`config.mk`:
```
export PLATFORM = sky130hd
export DESIGN_NAME = store_unlock_seq
export DESIGN_NICKNAME = d
export VERILOG_FILES = /design/src/rtl/store_unlock_pkg.sv /design/src/rtl/sul_cycle_mon.sv /design/src/rtl/sul_matcher.sv /design/src/rtl/sul_timer.sv /design/src/rtl/store_unlock_seq.sv
export SDC_FILE = /design/constraint.sdc
export NUM_CORES = 1
export LEC_CHECK = 0
export BUFFER_PORTS_ARGS = -buffer_cell sky130_fd_sc_hd__buf_4
export CORE_AREA = 5 5 87 89
export DETAILED_ROUTE_END_ITERATION = 8
export DIE_AREA = 0 0 92 94
export PLACE_DENSITY_LB_ADDON = 0.08
export REMOVE_ABC_BUFFERS = 1
export SLEW_MARGIN = 20
export SYNTH_ARGS = -nofsm -noshare
export SYNTH_HDL_FRONTEND = slang
export SYNTH_HIERARCHICAL = 1
export SYNTH_SLANG_ARGS = --single-unit
export TNS_END_PERCENT = 30
```
`constraint.sdc`:
```
create_clock -name clk -period 2.91 [get_ports clk]
set_clock_uncertainty 0.05 [all_clocks]
set_input_delay 0.291 -clock clk [delete_from_list [all_inputs] [get_ports clk]]
set_output_delay 0.291 -clock clk [all_outputs]
set_load 0.01 [all_outputs]
```
`src/rtl/store_unlock_pkg.sv`:
```
package store_unlock_pkg;

  localparam int ADDR_W    = 15;
  localparam int NUM_STEPS = 6;

  typedef enum logic [1:0] {
    PH_IDLE  = 2'd0,
    PH_ERASE = 2'd1,
    PH_PROG  = 2'd2
  } store_phase_e;

  // Unlock address for each step of the pattern; the order is significant.
  function automatic logic [ADDR_W-1:0] unlock_addr(input int step);
    case (step)
      0:       return 15'h0E38;
      1:       return 15'h31C7;
      2:       return 15'h03E0;
      3:       return 15'h3C1F;
      4:       return 15'h303F;
      default: return 15'h0FC0;
    endcase
  endfunction

endpackage

```
`src/rtl/sul_cycle_mon.sv`:
```
// Turns sampled enable pins into one "cycle ended" event per access,
// tagged with its address and whether it wrote.
module sul_cycle_mon #(
  parameter int AW = 15
) (
  input  logic          clk,
  input  logic          rst_n,
  input  logic          ce_n,
  input  logic          we_n,
  input  logic [AW-1:0] addr,
  output logic          cyc_end,
  output logic          cyc_write,
  output logic [AW-1:0] cyc_addr
);

  logic          ce_n_q;
  logic          wr_seen_q;
  logic [AW-1:0] addr_q;

  // End of an enable-controlled cycle: enable was low, now high.
  assign cyc_end   = !ce_n_q && ce_n;
  assign cyc_write = wr_seen_q;
  assign cyc_addr  = addr_q;

  always_ff @(posedge clk) begin
    if (!rst_n) begin
      ce_n_q    <= 1'b1;
      wr_seen_q <= 1'b0;
      addr_q    <= '0;
    end else begin
      ce_n_q <= ce_n;
      if (!ce_n) addr_q <= addr;
      if (cyc_end)
        wr_seen_q <= 1'b0;
      else if (!ce_n && !we_n)
        wr_seen_q <= 1'b1;
    end
  end

endmodule

```
`src/rtl/sul_matcher.sv`:
```
// Step tracker for the unlock pattern.
module sul_matcher
  import store_unlock_pkg::*;
#(
  parameter int AW    = ADDR_W,
  parameter int STEPS = NUM_STEPS
) (
  input  logic          clk,
  input  logic          rst_n,
  input  logic          cyc_end,
  input  logic          cyc_write,
  input  logic [AW-1:0] cyc_addr,
  input  logic          lock,
  output logic          fire
);

  localparam int SW = $clog2(STEPS + 1);

  logic [SW-1:0]    step_q;
  logic [STEPS-1:0] hit;

  for (genvar g = 0; g < STEPS; g++) begin : g_cmp
    assign hit[g] = (cyc_addr == AW'(unlock_addr(g)));
  end

  logic take;
  logic match_now;
  assign take      = cyc_end && !lock && !cyc_write;
  assign match_now = hit[step_q];
  assign fire      = take && match_now && (step_q == SW'(STEPS - 1));

  always_ff @(posedge clk) begin
    if (!rst_n) begin
      step_q <= '0;
    end else if (lock) begin
      step_q <= '0;
    end else if (cyc_end) begin
      if (cyc_write)
        step_q <= '0;
      else if (match_now)
        step_q <= (step_q == SW'(STEPS - 1)) ? '0 : step_q + 1'b1;
      else if (hit[0])
        step_q <= SW'(1);
      else
        step_q <= '0;
    end
  end

endmodule

```
`src/rtl/sul_timer.sv`:
```
// Erase-then-program busy timer.
module sul_timer
  import store_unlock_pkg::*;
#(
  parameter int ERASE_CYC = 16,
  parameter int PROG_CYC  = 24
) (
  input  logic clk,
  input  logic rst_n,
  input  logic start,
  output logic store_start,
  output logic busy,
  output logic erase_on,
  output logic prog_on,
  output logic store_done
);

  localparam int MAXC = (ERASE_CYC > PROG_CYC) ? ERASE_CYC : PROG_CYC;
  localparam int CW   = $clog2(MAXC + 1);

  store_phase_e  phase_q;
  logic [CW-1:0] cnt_q;

  assign busy     = (phase_q != PH_IDLE);
  assign erase_on = (phase_q == PH_ERASE);
  assign prog_on  = (phase_q == PH_PROG);

  always_ff @(posedge clk) begin
    if (!rst_n) begin
      phase_q     <= PH_IDLE;
      cnt_q       <= '0;
      store_start <= 1'b0;
      store_done  <= 1'b0;
    end else begin
      store_start <= 1'b0;
      store_done  <= 1'b0;
      case (phase_q)
        PH_IDLE: if (start) begin
          phase_q     <= PH_ERASE;
          cnt_q       <= CW'(ERASE_CYC - 1);
          store_start <= 1'b1;
        end
        PH_ERASE: if (cnt_q == '0) begin
          phase_q <= PH_PROG;
          cnt_q   <= CW'(PROG_CYC - 1);
        end else begin
          cnt_q <= cnt_q - 1'b1;
        end
        PH_PROG: if (cnt_q == '0) begin
          phase_q    <= PH_IDLE;
          store_done <= 1'b1;
        end else begin
          cnt_q <= cnt_q - 1'b1;
        end
        default: phase_q <= PH_IDLE;
      endcase
    end
  end

endmodule

```
`src/rtl/store_unlock_seq.sv`:
```
module store_unlock_seq
  import store_unlock_pkg::*;
#(
  parameter int ERASE_CYC = 16,
  parameter int PROG_CYC  = 24
) (
  input  logic              clk,
  input  logic              rst_n,
  input  logic              ce_n,
  input  logic              we_n,
  input  logic [ADDR_W-1:0] addr,
  output logic              store_start,
  output logic              busy,
  output logic              erase_on,
  output logic              prog_on,
  output logic              store_done
);

  logic              cyc_end;
  logic              cyc_write;
  logic [ADDR_W-1:0] cyc_addr;
  logic              fire;

  sul_cycle_mon #(.AW(ADDR_W)) u_mon (
    .clk(clk), .rst_n(rst_n), .ce_n(ce_n), .we_n(we_n), .addr(addr),
    .cyc_end(cyc_end), .cyc_write(cyc_write), .cyc_addr(cyc_addr)
  );

  sul_matcher #(.AW(ADDR_W), .STEPS(NUM_STEPS)) u_match (
    .clk(clk), .rst_n(rst_n), .cyc_end(cyc_end), .cyc_write(cyc_write),
    .cyc_addr(cyc_addr), .lock(busy), .fire(fire)
  );

  sul_timer #(.ERASE_CYC(ERASE_CYC), .PROG_CYC(PROG_CYC)) u_timer (
    .clk(clk), .rst_n(rst_n), .start(fire), .store_start(store_start),
    .busy(busy), .erase_on(erase_on), .prog_on(prog_on),
    .store_done(store_done)
  );

endmodule

```
==> metrics.cfg <==
[logic_synthesis]
async_reset_ff_share_pct = 0
synth_edf_count = 0
synth_area_leaders = dfxtp_1 36%, mux2i_1 9.9%, nor2b_1 8.1%, ha_1 4.6%, nand2_1 2.3%
synth_seq_cells = 29
postSynthAreaPerCell_um2 = 9.30
synth_cell_type_count = 49
synth_seq_area_share_pct = 35.9
yosys_most_used_dff = dfxtp_1
synth_area_um2 = 1620
yosys-top-cells-count = 29 x dfxtp_1, 21 x nor2b_1, 16 x mux2i_1
yosys.area.top_type = dfxtp_1
yosysMostFrequentCell = dfxtp_1
netlist_instances = 174
synth_top_area_share_pct = 35.9
yosys_warnings = 6

[setup_path]
crit_required_ps = 3030
crit_slowest_cell = or4b_2
r2r_end = u_timer/cnt_q[2]$_SDFFE_PN0P_
crit_type = flop to flop
r2r_slack_ps = 220
critPathLaunchType = flop
worstReg2RegStart = u_mon/cyc_addr[14]$_SDFFE_PN0N_
slowest_delay_ps = 610
path_cells = nor4bb_2, nand4_1, or4b_2, and3_1, nor4_4, nor2b_2, a211oi_1, buf_4, o21a_1, o21ai_0
path_max_fanout = 4
crit_path_end_kind = flop
arrival_ps = 2820
r2r_cells = 10

[place]
io_buffers = 23
dp_hpwl_mm = 3.11
routabilityCongestion = 0.728
dp.cells = 284

[floorplanning]
die_h_um = 94
initial_core_util_pct = 24.2
ios = 24
die_w_um = 92
die-area_um2 = 8650
num_rows = 30
core_um2 = 6680

[cts]
cts-root-buf = clkbuf_8
cts_tree = done
path_clk_slew_ps = 70
clkLatencyLatePin_ps = 280
cts.htree.levels = 2
cts_buffers = 5
clockBufferDepth = 2
cts.sinks = 29

[timing]
timing.hold.ws_ps = 204
max_freq_mhz = 371
worstMarginPinSlew_ps = 509
setup_viol = 0
layout_min_cycle_time_ps = 2690
max_slew_margin_pct = 65.6
slew_viol_final = 0
hold_violations = 0
final.period_utilization_pct = 92.5

[detailed_routing]
wl_mm = 4.18
drt_first_pass_iters = 4
num_vias = 1411
wl_per_cell_um = 14.3
vias_per_cell = 4.83
drc = 0
ant_nets = 0
drtIter0Drc = 47

[pwr]
pwr-share-seq_pct = 44.7
ir_drop_mv = 0.154
pwr_density_cell_nw_per_um2 = 452
switchingPower_uw = 207
power_frac_comb_pct = 8.5
clockPowerShare_pct = 46.8
swShare_pct = 21.9
power.total_uw = 942
intPower_uw = 736
p_leak_nw = 0.869

[grt]
grt_first_pass_wirelength_mm = 7.26
grt_usage_pct = 10.7
grt_max_degree = 32
grt_pass1_vias = 1489
globalRoute.totalOverflow = 0
grt_antenna_before_repair = 0

[worst_hold_path]
worstHoldStart = addr[8]
hold_depth = 3
min_delay_worst_endpoint = u_mon/cyc_addr[8]$_SDFFE_PN0N_
hp-class = input port to flop

[status]
status = finished clean

[job]
cap_violations = 0

[finish]
nets = 236
drive_gt1_share_pct = 26.4
instances_no_fill = 292
antennaDiodeCount = 0
syn_to_final_growth_pct = 28.7

==> critical path, delay by kind of cell, from the launching register on <==
kind / cells / cell delay (ps)
AO/OA/AOI/OAI: 3 / 410
buffers and inverters: 1 / 170
flip-flops: 1 / 330
AND/OR/NAND/NOR: 6 / 1610
==> how the worst max path moves through the flow <==
| stage | cells after the start | to | from | slack, ps |
|---|---|---|---|---|
| floorplan | 9 | u_timer/cnt_q[2]$_SDFFE_PN0P_ | u_mon/cyc_addr[13]$_SDFFE_PN0N_ | 140 |
| global placement | 10 | u_timer/cnt_q[2]$_SDFFE_PN0P_ | u_mon/cyc_addr[13]$_SDFFE_PN0N_ | 90 |
| CTS | 10 | u_timer/cnt_q[2]$_SDFFE_PN0P_ | u_mon/cyc_addr[9]$_SDFFE_PN0N_ | 10 |
| detailed placement | 10 | u_timer/cnt_q[2]$_SDFFE_PN0P_ | u_mon/cyc_addr[9]$_SDFFE_PN0N_ | -70 |
| finish | 10 | u_timer/cnt_q[2]$_SDFFE_PN0P_ | u_mon/cyc_addr[14]$_SDFFE_PN0N_ | 220 |
| global route | 10 | u_timer/cnt_q[2]$_SDFFE_PN0P_ | u_mon/cyc_addr[14]$_SDFFE_PN0N_ | -0.6 |
==> logic make-up (layout without fill, tap and decap cells) <==
group / Yosys count / after routing / share of synthesized area, %
buf+inv: 13 / 51 / 4.64
compound gates: 30 / 30 / 13.1
mux: 16 / 16 / 9.89
fa+ha+maj: 6 / 6 / 4.64
simple gates: 80 / 80 / 31.8
flops: 29 / 29 / 35.9
==> power groups by stage <==
stage	combinational (mW)	clock [mW]	sequential [mW]
after CTS	0.0805	0.454	0.421
after detailed placement	0.0801	0	0.430
final	0.0799	0.441	0.421
after floorplan	0.0340	0	0.429
after global routing	0.0893	0.475	0.423
after global placement	0.0791	0	0.430
==> layout by cell type, fill, tap and decap left out, types with 3 or more instances in the layout <==
cell type / instances
buf_4: 36
dfxtp_1: 29
nor2b_1: 20
mux2i_1: 16
nand2_1: 10
inv_1: 7
clkbuf_8: 6
nand3_1: 6
ha_1: 6
o21ai_0: 5
a21oi_1: 5
nand2b_1: 4
nor2_1: 4
nand4_1: 4
nor4b_1: 3
and3_1: 3
or3_1: 3
==> layout make-up <==
type / count / area (um2)
fillers: 714 / 4600
inverters: 7 / 26.3
clock inverters: 1 / 30.0
multi-input cells: 132 / 990
repair buffers: 36 / 270
clock buffers: 7 / 86.3
well taps: 80 / 100
flip-flops and latches: 29 / 581
==> metal layers <==
| metal | GRT usage, % | vias to the layer above | share of wire [%] |
|---|---|---|---|
| li1 | - | 711 | - |
| met1 | 12.2 | 673 | 43 |
| met2 | 18.7 | 22 | 52 |
| met3 | 2.96 | 5 | 3.5 |
| met4 | 4.33 | 0 | 1.6 |
| met5 | 0 | - | 0 |
==> flip-flops by register name, summed over array words and instances (netlist names) <==
signal / flops
u_timer/cnt_q: 5
u_timer/store_done: 1
u_mon/cyc_addr: 15
u_mon/cyc_write: 1
u_mon/ce_n_q: 1
u_timer/store_start: 1
u_timer/phase_q: 2
u_match/step_q: 3
==> through the flow <==
| step | setup WS, ps | util (%) | area (um2) | TNS [ps] |
|---|---|---|---|---|
| final | 218 | 31.2 | 2080 | 0 |
| after global routing | -0.597 | 31.2 | 2080 | -0.597 |
| after CTS | 10.1 | 30.9 | 2060 | 0 |
| after detailed placement | -70.2 | 29.0 | 1940 | -104 |
| after global placement | 89.2 | 29.0 | 1940 | 0 |
| after floorplan | 135 | - | 1570 | 0 |
==> what timing repair did <==
action,in CTS,in global routing
hold buffers,0,0
endpoints found under the setup margin,3,7
pin swaps,0,2
gates cloned,0,0
gates resized for setup,1,4
buffers inserted,0,0
Note: power is estimated with default switching activity, not from simulation.
